`config.mk`:
```
export PLATFORM = sky130hd
export DESIGN_NAME = irqc_top
export DESIGN_NICKNAME = d
export VERILOG_FILES = /design/src/rtl/irqc_pkg.sv /design/src/rtl/irqc_regs.sv /design/src/rtl/irqc_route.sv /design/src/rtl/irqc_out.sv /design/src/rtl/irqc_rdmux.sv /design/src/rtl/irqc_top.sv
export SDC_FILE = /design/constraint.sdc
export NUM_CORES = 1
export LEC_CHECK = 0
export BUFFER_PORTS_ARGS = -buffer_cell sky130_fd_sc_hd__buf_4
export CORE_MARGIN = 4
export CORE_UTILIZATION = 50
export CTS_CLUSTER_SIZE = 14
export DETAILED_ROUTE_END_ITERATION = 16
export GPL_TIMING_DRIVEN = 1
export PLACE_DENSITY_LB_ADDON = 0.05
export SLEW_MARGIN = 20
export SYNTH_ARGS = -nofsm -noshare
export SYNTH_HDL_FRONTEND = slang
export SYNTH_SLANG_ARGS = --single-unit
```
`constraint.sdc`:
```
create_clock -name clk_i -period 1.7 [get_ports clk_i]
set_input_delay 0 -clock clk_i [delete_from_list [all_inputs] [get_ports clk_i]]
set_output_delay 0 -clock clk_i [all_outputs]
set_load 0.01 [all_outputs]
```
`src/rtl/irqc_pkg.sv`:
```
package irqc_pkg;
   // Byte offsets of the register window
   localparam int unsigned OFF_STAT0 = 'h00;
   localparam int unsigned OFF_STAT1 = 'h04;
   localparam int unsigned OFF_TYPE  = 'h20;
   localparam int unsigned OFF_RAW   = 'h30;
   localparam int unsigned OFF_SET   = 'h34;
   localparam int unsigned OFF_CLR   = 'h38;

   typedef enum logic [2:0] {
      ACC_NONE,
      ACC_SET,
      ACC_CLR,
      ACC_TYPE
   } wr_kind_e;
endpackage

```
`src/rtl/irqc_regs.sv`:
```
module irqc_regs
   import irqc_pkg::*;
#(
   parameter int unsigned SRC_W  = 32,
   parameter int unsigned ADDR_W = 8
) (
   input  logic              clk_i,
   input  logic              rst_ni,
   input  logic              we_i,
   input  logic [ADDR_W-1:0] addr_i,
   input  logic [SRC_W-1:0]  wdata_i,
   output logic [SRC_W-1:0]  en_q_o,
   output logic [SRC_W-1:0]  type_q_o
);
   wr_kind_e kind;
   logic [SRC_W-1:0] en_q, type_q;

   always_comb begin
      kind = ACC_NONE;
      if (we_i) begin
         if (addr_i == ADDR_W'(OFF_SET))       kind = ACC_SET;
         else if (addr_i == ADDR_W'(OFF_CLR))  kind = ACC_CLR;
         else if (addr_i == ADDR_W'(OFF_TYPE)) kind = ACC_TYPE;
      end
   end

   always_ff @(posedge clk_i or negedge rst_ni) begin
      if (!rst_ni) begin
         en_q   <= '0;
         type_q <= '0;
      end else begin
         case (kind)
            ACC_SET:  en_q   <= en_q | wdata_i;
            ACC_CLR:  en_q   <= en_q & ~wdata_i;
            ACC_TYPE: type_q <= wdata_i;
            default:  ;
         endcase
      end
   end

   assign en_q_o   = en_q;
   assign type_q_o = type_q;
endmodule

```
`src/rtl/irqc_route.sv`:
```
module irqc_route #(
   parameter int unsigned SRC_W = 32
) (
   input  logic [SRC_W-1:0] raw_i,
   input  logic [SRC_W-1:0] en_i,
   input  logic [SRC_W-1:0] type_i,
   output logic [SRC_W-1:0] stat0_o,
   output logic [SRC_W-1:0] stat1_o
);
   localparam int unsigned GATE_BIT = SRC_W - 1;

   logic gate;
   assign gate = en_i[GATE_BIT];

   for (genvar g = 0; g < SRC_W; g++) begin : g_src
      logic live;
      assign live       = raw_i[g] & en_i[g] & gate;
      assign stat0_o[g] = live & ~type_i[g];
      assign stat1_o[g] = live & type_i[g];
   end
endmodule

```
`src/rtl/irqc_out.sv`:
```
module irqc_out #(
   parameter int unsigned SRC_W   = 32,
   parameter bit          OUT_REG = 1'b1
) (
   input  logic             clk_i,
   input  logic             rst_ni,
   input  logic [SRC_W-1:0] stat0_i,
   input  logic [SRC_W-1:0] stat1_i,
   output logic             irq0_o,
   output logic             irq1_o
);
   logic any0, any1;
   assign any0 = |stat0_i;
   assign any1 = |stat1_i;

   if (OUT_REG) begin : g_reg
      logic q0, q1;
      always_ff @(posedge clk_i or negedge rst_ni) begin
         if (!rst_ni) begin
            q0 <= 1'b0;
            q1 <= 1'b0;
         end else begin
            q0 <= any0;
            q1 <= any1;
         end
      end
      assign irq0_o = q0;
      assign irq1_o = q1;
   end else begin : g_comb
      logic unused_clk;
      assign unused_clk = clk_i ^ rst_ni;
      assign irq0_o = any0;
      assign irq1_o = any1;
   end
endmodule

```
`src/rtl/irqc_rdmux.sv`:
```
module irqc_rdmux
   import irqc_pkg::*;
#(
   parameter int unsigned SRC_W  = 32,
   parameter int unsigned ADDR_W = 8
) (
   input  logic              clk_i,
   input  logic              rst_ni,
   input  logic              re_i,
   input  logic [ADDR_W-1:0] addr_i,
   input  logic [SRC_W-1:0]  stat0_i,
   input  logic [SRC_W-1:0]  stat1_i,
   input  logic [SRC_W-1:0]  type_i,
   input  logic [SRC_W-1:0]  raw_i,
   input  logic [SRC_W-1:0]  en_i,
   output logic [SRC_W-1:0]  rdata_o
);
   logic [SRC_W-1:0] sel;

   always_comb begin
      sel = '0;
      if (addr_i == ADDR_W'(OFF_STAT0))      sel = stat0_i;
      else if (addr_i == ADDR_W'(OFF_STAT1)) sel = stat1_i;
      else if (addr_i == ADDR_W'(OFF_TYPE))  sel = type_i;
      else if (addr_i == ADDR_W'(OFF_RAW))   sel = raw_i;
      else if (addr_i == ADDR_W'(OFF_SET))   sel = en_i;
   end

   always_ff @(posedge clk_i or negedge rst_ni) begin
      if (!rst_ni)   rdata_o <= '0;
      else if (re_i) rdata_o <= sel;
   end
endmodule

```
`src/rtl/irqc_top.sv`:
```
module irqc_top #(
   parameter int unsigned SRC_W   = 32,
   parameter int unsigned ADDR_W  = 8,
   parameter bit          OUT_REG = 1'b1
) (
   input  logic              clk_i,
   input  logic              rst_ni,
   input  logic              bus_we_i,
   input  logic              bus_re_i,
   input  logic [ADDR_W-1:0] bus_addr_i,
   input  logic [SRC_W-1:0]  bus_wdata_i,
   output logic [SRC_W-1:0]  bus_rdata_o,
   input  logic [SRC_W-1:0]  irq_src_i,
   output logic              cpu_irq0_o,
   output logic              cpu_irq1_o
);
   if (SRC_W < 2 || SRC_W > 32) begin : g_bad_w
      $error("irqc_top: SRC_W must be within 2..32");
   end
   if (ADDR_W < 6) begin : g_bad_a
      $error("irqc_top: ADDR_W must be at least 6");
   end

   logic [SRC_W-1:0] en_q, type_q, stat0, stat1;

   irqc_regs #(.SRC_W(SRC_W), .ADDR_W(ADDR_W)) u_regs (
      .clk_i    (clk_i),
      .rst_ni   (rst_ni),
      .we_i     (bus_we_i),
      .addr_i   (bus_addr_i),
      .wdata_i  (bus_wdata_i),
      .en_q_o   (en_q),
      .type_q_o (type_q)
   );

   irqc_route #(.SRC_W(SRC_W)) u_route (
      .raw_i   (irq_src_i),
      .en_i    (en_q),
      .type_i  (type_q),
      .stat0_o (stat0),
      .stat1_o (stat1)
   );

   irqc_out #(.SRC_W(SRC_W), .OUT_REG(OUT_REG)) u_out (
      .clk_i   (clk_i),
      .rst_ni  (rst_ni),
      .stat0_i (stat0),
      .stat1_i (stat1),
      .irq0_o  (cpu_irq0_o),
      .irq1_o  (cpu_irq1_o)
   );

   irqc_rdmux #(.SRC_W(SRC_W), .ADDR_W(ADDR_W)) u_rd (
      .clk_i   (clk_i),
      .rst_ni  (rst_ni),
      .re_i    (bus_re_i),
      .addr_i  (bus_addr_i),
      .stat0_i (stat0),
      .stat1_i (stat1),
      .type_i  (type_q),
      .raw_i   (irq_src_i),
      .en_i    (en_q),
      .rdata_o (bus_rdata_o)
   );
endmodule

```
==> impl_results.md, run 1 <==
* Status: finished, final reports clean
* Fmax at 607 MHz
* Critical path class: reg2reg
* Nets at 875
* Post-layout instance area at 7710 sq um
* Biggest area consumer among synthesized cells: dfrtp_1
* Worst rel slew slack at 63.4%
* Cts bufs inserted at 9
* H-Tree Depth at 3
* Yosys reg bits at 98
* Last weighted congestion value of the routability-driven placer at 0.905
* Top cell type's share of synthesized area at 42.5%
* Seq pwr share at 45.5%
* Gr ovfl total at 0
* Placed cell area at 6970 sq um
* WHS Path Cells at 4
* Core Area at 11100 sq um
* First-pass DRT Iterations at 5
* Vias per cell at 6.58
* DIE AREA at 13300 sq um
* Initial antenna violation count at 0
* Gate count of the mapped netlist at 656
* Reg2Reg Depth at 6
* Min Tclk post-route at 1650 ps
* Async S/R FF share, synth at 100%
* First-pass GRT wire length at 32100 microns
* DR iter-0 viols at 757
* Port bufs at 109
* Worst-path clk slew at 70 ps
* Maxcap violations at 0
* Std cell rows at 38
* Worst Setup End Kind: flop
* Max FO, Critical Path at 14
* Power per cell area at 778 nW/um^2
* Warnings from Yosys at 0
* Initial Util at 52.1%
* Sw power at 1780 uW
* Half-perimeter wire length after placement at 13600 microns
* Top cells by area, synth: dfrtp_1 43%, o21ai_0 6.5%, mux2_2 5.7%, nand3_1 4.3%, a31oi_1 4.1%
* Net Sw Frac at 29.7%
* Max rail drop VDD at 0.710 mV
* Tcrit/Tclk final at 97.0%
* Clock Sinks at 98
* Final Total Pwr at 6000 uW
* GR Util All Layers at 31.1%
* Final WL at 20300 microns
* Final hold slack at 54.9 ps
* Syn_area_per_cell at 8.79 sq um
* Fillers at 867
* Lkg Pwr at 0.00324 uW
* Syn Nets at 734
* RSZ-0062 raised after global routing: true
* Root Buffer: clkbuf_16
* Slew Viols, Final at 0
* CP startpoint kind: flop
* Area grow syn2layout at 33.7%
* Routed vias at 6200
* I/O pins at 110
* Post-synth top flop: dfrtp_1
* Post-synth EDFFs at 0
* Chip height at 115 microns
* Remaining antenna violation count at 0
* Skew final at 9.05 ps
* Area of the multi-input gates at 3150 sq um
* Hold Vio Cnt, Final at 0
* Skew-Pair Late Insertion Delay at 360 ps
* Setup violators final at 0
* WP data arrival at 1870 ps
* Register area at 2450 sq um
* CTS tree: yes
* Synthesized cell area at 5770 sq um
* Worst path required time at 1920 ps
* Width of the die at 115 microns
* Antenna diodes at 0
* Hold crit path type: in2reg
* Clock Power Share at 35.9%
* Setup TNS at 0 ps
* Drt drc at 0
* Largest net degree at the start of global routing at 47
* Worst-margin pin slew at 547 ps
* Share of cells above drive strength 1 at 26.1%
* Combinational power share at 18.6%
* Clock buffer depth at 2
* Count of cell types in the netlist at 49
* Sequential share of the synthesized area at 42.5%
* Int Pwr at 4220 uW
* Vias in the first global route at 6069
* WL/cell at 21.6 microns
[path summary, 6_finish.rpt]
check / from / end / slack [ps]
min in group asynchronous: rst_ni / asynchronous set/reset pin / 140
worst min-delay path: irq_src_i[2] / u_rd.rdata_o[2] / 50
worst min register to register: flop / flop / 510
worst max register to register: flop / u_out.irq1_o / 50
worst max-delay path: flop / u_out.irq1_o / 50
max in group asynchronous: rst_ni / asynchronous set/reset pin / 950
[cells by family (layout without fill, tap and decap cells)]
family / count (synthesis) / count (layout) / synth area share, %
simple gates: 236 / 236 / 22.5
fa+ha+maj: 2 / 2 / 0.434
buf+inv: 64 / 210 / 4.45
mux: 29 / 29 / 5.66
flops: 98 / 98 / 42.5
compound gates: 226 / 226 / 24.3
xor+xnor: 1 / 1 / 0.152
[stage by stage]
stage               cells  util [%]  setup WS, ps
floorplan             656         -          20.9
global placement      886      63.0         -31.7
detailed placement    886      63.0         -38.2
CTS                   936      68.8          27.9
global route          942      69.6         -35.4
finish                942      69.6          51.4
[area by class of cell]
cell class / instances / area share, %
flip-flops and latches: 98 / 31.8
well taps: 140 / 2.27
inverters: 9 / 0.487
multi-input cells: 494 / 40.8
clock inverters: 7 / 1.05
repair buffers: 185 / 20.6
clock buffers: 9 / 2.92
[cells in the final DEF, fill, tap and decap left out, types with 20 or more instances in the layout]
cell and count:
dlygate4sd3_1 34, nand4b_1 22, dfrtp_1 97, a21oi_1 36, nor3_1 28, nand2_1 60, nand2b_1 30, nand3_1 50
nand4_1 20, a31oi_1 38, mux2_2 29, buf_4 142, o21ai_0 75
[power by group through the flow]
stage,Clock [uW],Combinational (uW),Sequential [uW]
5_1_grt,2290,1210,2760
4_1_cts,2190,1040,2720
3_5_place_dp,0,974,2770
3_3_place_gp,0,951,2760
2_1_floorplan,0,413,2740
6_report,2150,1110,2730
[synthesized netlist by cell type (all sizes together), types with 6 or more instances]
| cell | number |
|---|---|
| nor2 | 6 |
| o21a | 14 |
| inv | 8 |
| o211ai | 6 |
| nand4b | 22 |
| o2111ai | 11 |
| nor4 | 6 |
| nor3 | 28 |
| a22o | 13 |
| nand4 | 20 |
| mux2 | 29 |
| nand3 | 50 |
| nand2b | 30 |
| o22ai | 14 |
| a21oi | 36 |
| nand2 | 60 |
| a31oi | 38 |
| o21ai | 75 |
| clkbuf | 44 |
| buf | 11 |
| dfrtp | 98 |
[what timing repair did]
action | CTS | global route
buffers inserted | 0 | 5
hold buffers | 34 | 0
setup endpoints to repair | 0 | 3
gates resized for setup | 0 | 5
endpoints found under the hold margin | 148 | 0
[layer usage]
layer | part of all wire, % | up-vias | global-route usage (%)
met5 | 0 | - | 0
met4 | 2.3 | 0 | 11.7
met3 | 10 | 46 | 7.15
met2 | 47 | 353 | 48.5
met1 | 40 | 3001 | 42.6
li1 | - | 2800 | -
[critical path, stage by stage, from the launching register on]
cell	delay, ps
dfrtp_2	460
buf_4	160
clkbuf_16	170
nand4_1	130
o211ai_1	120
nor4_1	320
o2111ai_1	150
Note: power is estimated with default switching activity, not from simulation.
==> run 2: changes to the inputs <==
--- a/config.mk
+++ b/config.mk
@@ -5,11 +5,11 @@
 export SDC_FILE = /design/constraint.sdc
 export NUM_CORES = 1
 export LEC_CHECK = 0
-export BUFFER_PORTS_ARGS = -buffer_cell sky130_fd_sc_hd__buf_4
 export CORE_MARGIN = 4
 export CORE_UTILIZATION = 50
 export CTS_CLUSTER_SIZE = 14
 export DETAILED_ROUTE_END_ITERATION = 16
+export DONT_BUFFER_PORTS = 1
 export GPL_TIMING_DRIVEN = 1
 export PLACE_DENSITY_LB_ADDON = 0.05
 export SLEW_MARGIN = 20
==> run 2 against run 1 <==
The flow now finishes with violations (negative hold slack). Cell count down 11%. Clock skew down 3.1 ps. Hold slack got worse by 710 ps. Clock power is 4% lower. Clock-buffer cell count up 3. Fmax down 0.18%. Via count down 8.5%. Register-to-register slack about the same. Global-route usage shrank 1.1 points. Die area did not move. Core utilization down 7.0 points. Combinational power is 35% lower. Critical path type unchanged. Largest cell class unchanged.
==> impl_results.md, run 2 (synthesis gave the netlist of run 1 again) <==
* Last weighted congestion value of the routability-driven placer at 0.863 (-4.6%)
* CP delay by family, top: simple AND/OR/NAND/NOR gates
* DR iter-0 viols at 668 (-12%)
* Cell depth of the worst setup path at 5 (-1)
* First-pass GRT wire length at 31000 microns (-3.4%)
* Final Total Pwr at 5550 uW (-7.6%)
* First-pass DRT Iterations at 6 (+1)
* Core Area at 11100 sq um (unchanged)
* Sw power at 1530 uW (-14%)
* Placed Cells incl. Taps at 768 (-13%)
* I/O pins at 110 (unchanged)
* Reg2Reg Depth at 5 (-1)
* Gr ovfl total at 0 (unchanged)
* WP buf/inv at 1 (-1)
* Slowest stage cell, crit path: dfrtp_2
* Fillers at 944 (+8.9%)
* Final Util at 62.6% (-7.0 points)
* Seq pwr share at 50.0% (+4.5 points)
* CP most frequent cell: o2111ai_2
* Setup violators final at 0 (unchanged)
* Remaining antenna violation count at 0 (unchanged)
* Worst-path clk slew at 70 ps (about the same)
* Failing checks: negative hold slack
* Fmax at 605 MHz (-0.18%)
* Hold buffers post-CTS at 54 (+59%)
* Post-CTS setup buffers at 0 (unchanged)
* Combinational power share at 12.9% (-5.7 points)
* Worst Setup End Kind: flop
* Largest stage delay on the critical path at 450 ps (about the same)
* Skew-Pair Late Insertion Delay at 350 ps (about the same)
* Worst-margin pin slew at 1010 ps (+466 ps)
* Fin cells at 837 (-11%)
* Antenna diodes at 0 (unchanged)
* Worst path required time at 1880 ps (-40 ps)
* Vias in the first global route at 5539 (-8.7%)
* H-Tree Depth at 3 (unchanged)
* Commonest non-fill, non-tap cell in the layout: dfrtp_1
* Width of the die at 115 microns (unchanged)
* Root Buffer: clkbuf_16
* Hold crit path type: in2async
* Net Sw Frac at 27.5% (-2.1 points)
* Max rail drop VDD at 0.721 mV (+1.5%)
* Std cell rows at 38 (unchanged)
* Half-perimeter wire length after placement at 12800 microns (-6.0%)
* Vias per cell at 6.78 (+3.0%)
* Tcrit/Tclk final at 97.2% (+0.18 points)
* Initial Util at 52.1% (unchanged)
* Drt drc at 0 (unchanged)
* Min Tclk post-route at 1650 ps (+2.99 ps)
* WL/cell at 23.4 microns (+8.7%)
* Hold Vio Cnt, Final at 98 (+98)
* Power per cell area at 799 nW/um^2 (+2.8%)
* Final WL at 19600 microns (-3.5%)
* Initial antenna violation count at 0 (unchanged)
* Setup WS post-layout at 48.4 ps (-2.99 ps)
* Lkg Pwr at 0.00271 uW (-16%)
* Chip height at 115 microns (unchanged)
* Max FO, Critical Path at 27 (+13)
* Highest-count cells in the layout ignoring fill and taps: 97 x dfrtp_1, 75 x o21ai_0, 60 x nand2_1
* Clock Power Share at 37.1% (+1.2 points)
* Nets at 771 (-12%)
* Area grow syn2layout at 20.3%
* Largest net degree at the start of global routing at 99 (+110%)
* Worst-path cell chain: buf_6 -> nand4_1 -> o2111ai_2 -> nor4_4 -> o2111ai_2
* DIE AREA at 13300 sq um (unchanged)
* Placement Setup Slack at -129 ps (-90.6 ps)
* Int Pwr at 4020 uW (-4.8%)
* Status: finished, violations left
* WP data arrival at 1840 ps (-30 ps)
* GR Util All Layers at 30.1% (-1.1 points)
* Worst rel slew slack at 32.2% (-31 points)
* Clock buffer depth at 2 (unchanged)
* Port bufs at 0 (-100%)
* Final hold slack at -657 ps (-712 ps)
* Area of the multi-input gates at 3170 sq um (+0.60%)
* Share of cells above drive strength 1 at 12.2% (-14 points)
* Slew Viols, Final at 0 (unchanged)
* Register area at 2450 sq um (unchanged)
* RSZ-0062 raised after global routing: true
* Clock Sinks at 98 (unchanged)
* Critical path class: reg2reg
* CP startpoint kind: flop
* Skew final at 5.91 ps (-3.14 ps)
* Cts bufs inserted at 9 (unchanged)
* Routed vias at 5674 (-8.5%)
* Maxcap violations at 0 (unchanged)
* CTS tree: yes
==> run 2: changes by cell type in the layout (fill, tap and decap cells not counted), sizes merged <==
cell         before  now
buf             150   28
clkbuf           10   12
inv              11    8
clkinvlp          1    0
dlygate4sd3      34   53
==> run 2: stage by stage <==
step,setup TNS [ps],cell area (sq um)
floorplan,0,5880
global placement,-204,6050
detailed placement,-129,6050
CTS,0,6920
global route,-13.4,6940
finish,0,6940
==> run 2: worst reg2reg max path: stages, from the launching register on <==
cell	delay [ps]
dfrtp_2	450
buf_6	200
nand4_1	150
o2111ai_2	160
nor4_4	330
o2111ai_2	200
==> run 2: area by class of cell <==
type	instances	share of cell area [%]
clock buffers	12	3.55
clock inverters	3	0.577
inverters	9	0.487
multi-input cells	494	45.7
flip-flops and latches	98	35.4
well taps	140	2.52
repair buffers	81	11.8
==> run 2: path summary, 6_finish.rpt <==
kind / from / endpoint / slack (ps)
max: flop / u_out.irq1_o / 50
min: rst_ni / u_rd.rdata_o[29] / -660
max reg2reg: flop / u_out.irq1_o / 50
min reg2reg: flop / flop / 540
max in group asynchronous: rst_ni / u_regs.type_q_o[25] / 2200
min in group clk_i: irq_src_i[13] / u_rd.rdata_o[13] / 10
==> run 2: routing by layer <==
metal  track usage (%)  part of all wire [%]
met5                 0                     0
met4              8.69                   1.6
met3              6.84                    10
met2              47.3                    46
met1              41.9                    42
==> run 2: repair_timing <==
action | CTS | global route
endpoints found under the setup margin | 1 | 2
resized for setup | 5 | 3
endpoints found under the hold margin | 190 | 98
pin swaps | 1 | 1
==> run 2: power by group through the flow <==
stage	Sequential [uW]	Clock, uW	Combinational (uW)
4_1_cts	2770	2060	705
6_report	2770	2060	717
5_1_grt	2800	2180	788
2_1_floorplan	2740	0	413
3_3_place_gp	2800	0	535
3_5_place_dp	2810	0	554
==> run 3: changes to the inputs <==
--- a/config.mk
+++ b/config.mk
@@ -15,4 +15,5 @@
 export SLEW_MARGIN = 20
 export SYNTH_ARGS = -nofsm -noshare
 export SYNTH_HDL_FRONTEND = slang
+export SYNTH_HIERARCHICAL = 1
 export SYNTH_SLANG_ARGS = --single-unit
==> run 3 against run 2 <==
The run ends with negative hold slack, negative setup slack left. Largest power group unchanged. Register-to-register slack got worse by 300 ps. Die area increased by 7.4%. Total power decreased by 12%. Sequential share of layout area decreased by 3.7 points. Via count decreased by 12%. Hold slack got worse by 5.9 ps. Clock-buffer cell count increased by 3. Sequential cell count unchanged. Cell count decreased by 2.0%.
==> impl_results.md, run 3 <==
* Status: finished, violations left
* Failing checks: negative hold slack, negative setup slack
* Share of cells above drive strength 1 at 26.4% (+14 points)
* Biggest area consumer among synthesized cells: dfrtp_1
* Last weighted congestion value of the routability-driven placer at 0.778 (-9.9%)
* Core Area at 12100 sq um (+9.3%)
* Placed Cells incl. Taps at 762 (-0.78%)
* Nets at 725 (-6.0%)
* M2 GR Usage at 43.0% (-4.3 points)
* Setup WS post-layout at -247 ps (-295 ps)
* GR Util All Layers at 25.9% (-4.2 points)
* Largest net degree at the start of global routing at 100 (+1.0%)
* Min Tclk post-route at 1950 ps (+295 ps)
* Hold crit path type: in2async
* Worst rel slew slack at 46.6% (+14 points)
* Power per cell area at 630 nW/um^2 (-21%)
* Final Total Pwr at 4870 uW (-12%)
* Worst-path clk slew at 70 ps (about the same)
* First-pass DRT Iterations at 5 (-1)
* DR iter-0 viols at 289 (-57%)
* Gate count of the mapped netlist at 600 (-8.5%)
* Remaining antenna violation count at 0 (unchanged)
* Fin cells at 820 (-2.0%)
* Tcrit/Tclk final at 115% (+17 points)
* Yosys reg bits at 98 (unchanged)
* Setup violators final at 9 (+9)
* Net Sw Frac at 22.6% (-4.9 points)
* Commonest non-fill, non-tap cell in the layout: dfrtp_1
* Register area at 2450 sq um (unchanged)
* DIE AREA at 14300 sq um (+7.4%)
* RSZ-0062 raised after global routing: true
* Area of the multi-input gates at 3650 sq um (+15%)
* Maxcap violations at 0 (unchanged)
* Lkg Pwr at 0.00344 uW (+27%)
* Slew Viols, Final at 0 (unchanged)
* Clock Sinks at 98 (unchanged)
* Initial antenna violation count at 0 (unchanged)
* WL/cell at 22.7 microns (-3.2%)
* Synthesized cell area at 6230 sq um (+7.9%)
* Combinational power share at 9.0% (-3.9 points)
* Count leader, synth: dfrtp_1
* Warnings from Yosys at 6 (+6)
* First-pass GRT wire length at 28800 microns (-6.9%)
* Root Buffer: clkbuf_16
* Antenna diodes at 0 (unchanged)
* Critical path class: reg2reg
* Int Pwr at 3770 uW (-6.2%)
* CP startpoint kind: flop
* Max rail drop VDD at 0.349 mV (-52%)
* CTS tree: yes
* I/O pins at 110 (unchanged)
* Sequential share of the synthesized area at 39.4% (-3.1 points)
* Worst-margin pin slew at 799 ps (-215 ps)
* Worst Setup End Kind: flop
* Final WL at 18600 microns (-5.2%)
* Syn_area_per_cell at 10.4 sq um (+18%)
* Vias per cell at 6.08 (-10%)
* Count of cell types in the netlist at 31 (-37%)
* Top cell type's share of synthesized area at 39.4% (-3.1 points)
* Hold Vio Cnt, Final at 98 (unchanged)
* Post-synth EDFFs at 0 (unchanged)
* Top cells by count, synth: 98 x dfrtp_1, 64 x inv_1, 64 x nand2b_1
* H-Tree Depth at 3 (unchanged)
* WP data arrival at 2170 ps (+330 ps)
* Gr ovfl total at 0 (unchanged)
* Routed vias at 4986 (-12%)
* Seq pwr share at 48.2% (-1.8 points)
* Async S/R FF share, synth at 100% (unchanged)
* Routing usage on met1 at 32.9% (-9.0 points)
* Max FO, Critical Path at 6 (-78%)
* Fmax at 514 MHz (-15%)
* Syn Nets at 678 (-7.6%)
* Skew final at 5.89 ps (-0.0194 ps)
* Clock Power Share at 42.7% (+5.6 points)
* Skew-Pair Late Insertion Delay at 350 ps (about the same)
* Highest-count cells in the layout ignoring fill and taps: 97 x dfrtp_1, 64 x inv_1, 52 x nand2b_1
* Final hold slack at -663 ps (-5.95 ps)
* Post-synth top flop: dfrtp_1
* Std cell rows at 40 (+5.3%)
* Busiest grt layer: met2
* Hold buffers post-CTS at 34 (-37%)
* Clock buffer depth at 2 (unchanged)
* Width of the die at 120 microns (+3.6%)
* Port bufs at 0 (unchanged)
* Fillers at 998 (+5.7%)
* Vias in the first global route at 5225 (-5.7%)
* Initial Util at 51.4% (-0.67 points)
* Grt met3 use at 7.59% (+0.75 points)
* Cts bufs inserted at 9 (unchanged)
* Chip height at 120 microns (+3.6%)
* Top cells by area, synth: dfrtp_1 39%, nand2b_1 6.4%, mux2_2 6.3%, mux2_1 5.2%, mux2i_1 5.1%
* Area grow syn2layout at 24.3%
* Worst path required time at 1930 ps (+50 ps)
* Drt drc at 0 (unchanged)
* Half-perimeter wire length after placement at 11700 microns (-8.8%)
* Sw power at 1100 uW (-28%)
* Final Util at 63.9% (+1.3 points)
## run 3: stage by stage
step           setup TNS (ps)  worst slack [ps]  hold WS [ps]  cell area (sq um)
2_1_floorplan           -8000              -134          -296               6280
3_3_place_gp            -9960              -318          -292               6630
3_5_place_dp           -11600              -304          -293               6630
4_1_cts                  -302              -189          -668               7400
5_1_grt                 -1380              -256          -681               7740
6_report                 -561              -247          -663               7740
## run 3: cells by family (layout without fill, tap and decap cells)
kind of cell	Yosys count	in the layout	synth area share (%)
compound gates	96	96	11.6
simple gates	192	192	23.5
flops	98	98	39.4
buf+inv	114	166	8.18
mux	96	96	16.7
xor+xnor	2	2	0.281
fa+ha+maj	2	2	0.402
## run 3: timing repair
action                                  CTS  global route
buffers inserted                          1             5
cloned                                    1             1
resized for setup                        23            46
endpoints found under the hold margin   194            98
pin swaps                                 7            31
endpoints found under the setup margin    5            19
## run 3: layout make-up
type / count / area share [%]
Tap cell: 168 / 2.72
Timing Repair Buffer: 86 / 11.3
Multi-Input combinational cell: 388 / 47.2
Clock buffer: 15 / 3.85
Clock inverter: 1 / 0.0647
Inverter: 64 / 3.10
Sequential cell: 98 / 31.7
## run 3: path summary, 6_finish.rpt
path | endpoint | slack (ps) | cells past startpoint
hold / removal | u_regs/type_q_o[29] | -660 | 0
setup / recovery | u_out/irq0_o | -250 | 6
max in group asynchronous | u_rd/rdata_o[23] | 2180 | 0
hold reg to reg | u_regs/type_q_o[4] | 530 | 1
min in group clk_i | u_rd/rdata_o[15] | 10 | 2
setup reg to reg | u_out/irq0_o | -250 | 6
## run 3: critical path: stages, from the launching register on
cell and delay, ps:
dfrtp_2 460, buf_4 180, and4b_1 210, nor4_2 290
buf_4 160, nand4_1 190, or2_1 320
## run 3: layer usage
metal | vias up | routed length, microns
met5 | - | 0
li1 | 2330 | -
met4 | 0 | 285
met1 | 2491 | 7830
met3 | 24 | 1480
met2 | 141 | 9000
## run 3: power groups by stage
stage / sequential, uW / combinational (uW) / clock (uW)
after floorplan: 2390 / 258 / 0
after global placement: 2390 / 269 / 0
after detailed placement: 2390 / 273 / 0
after CTS: 2350 / 381 / 2130
after global routing: 2350 / 468 / 2240
final: 2350 / 439 / 2080
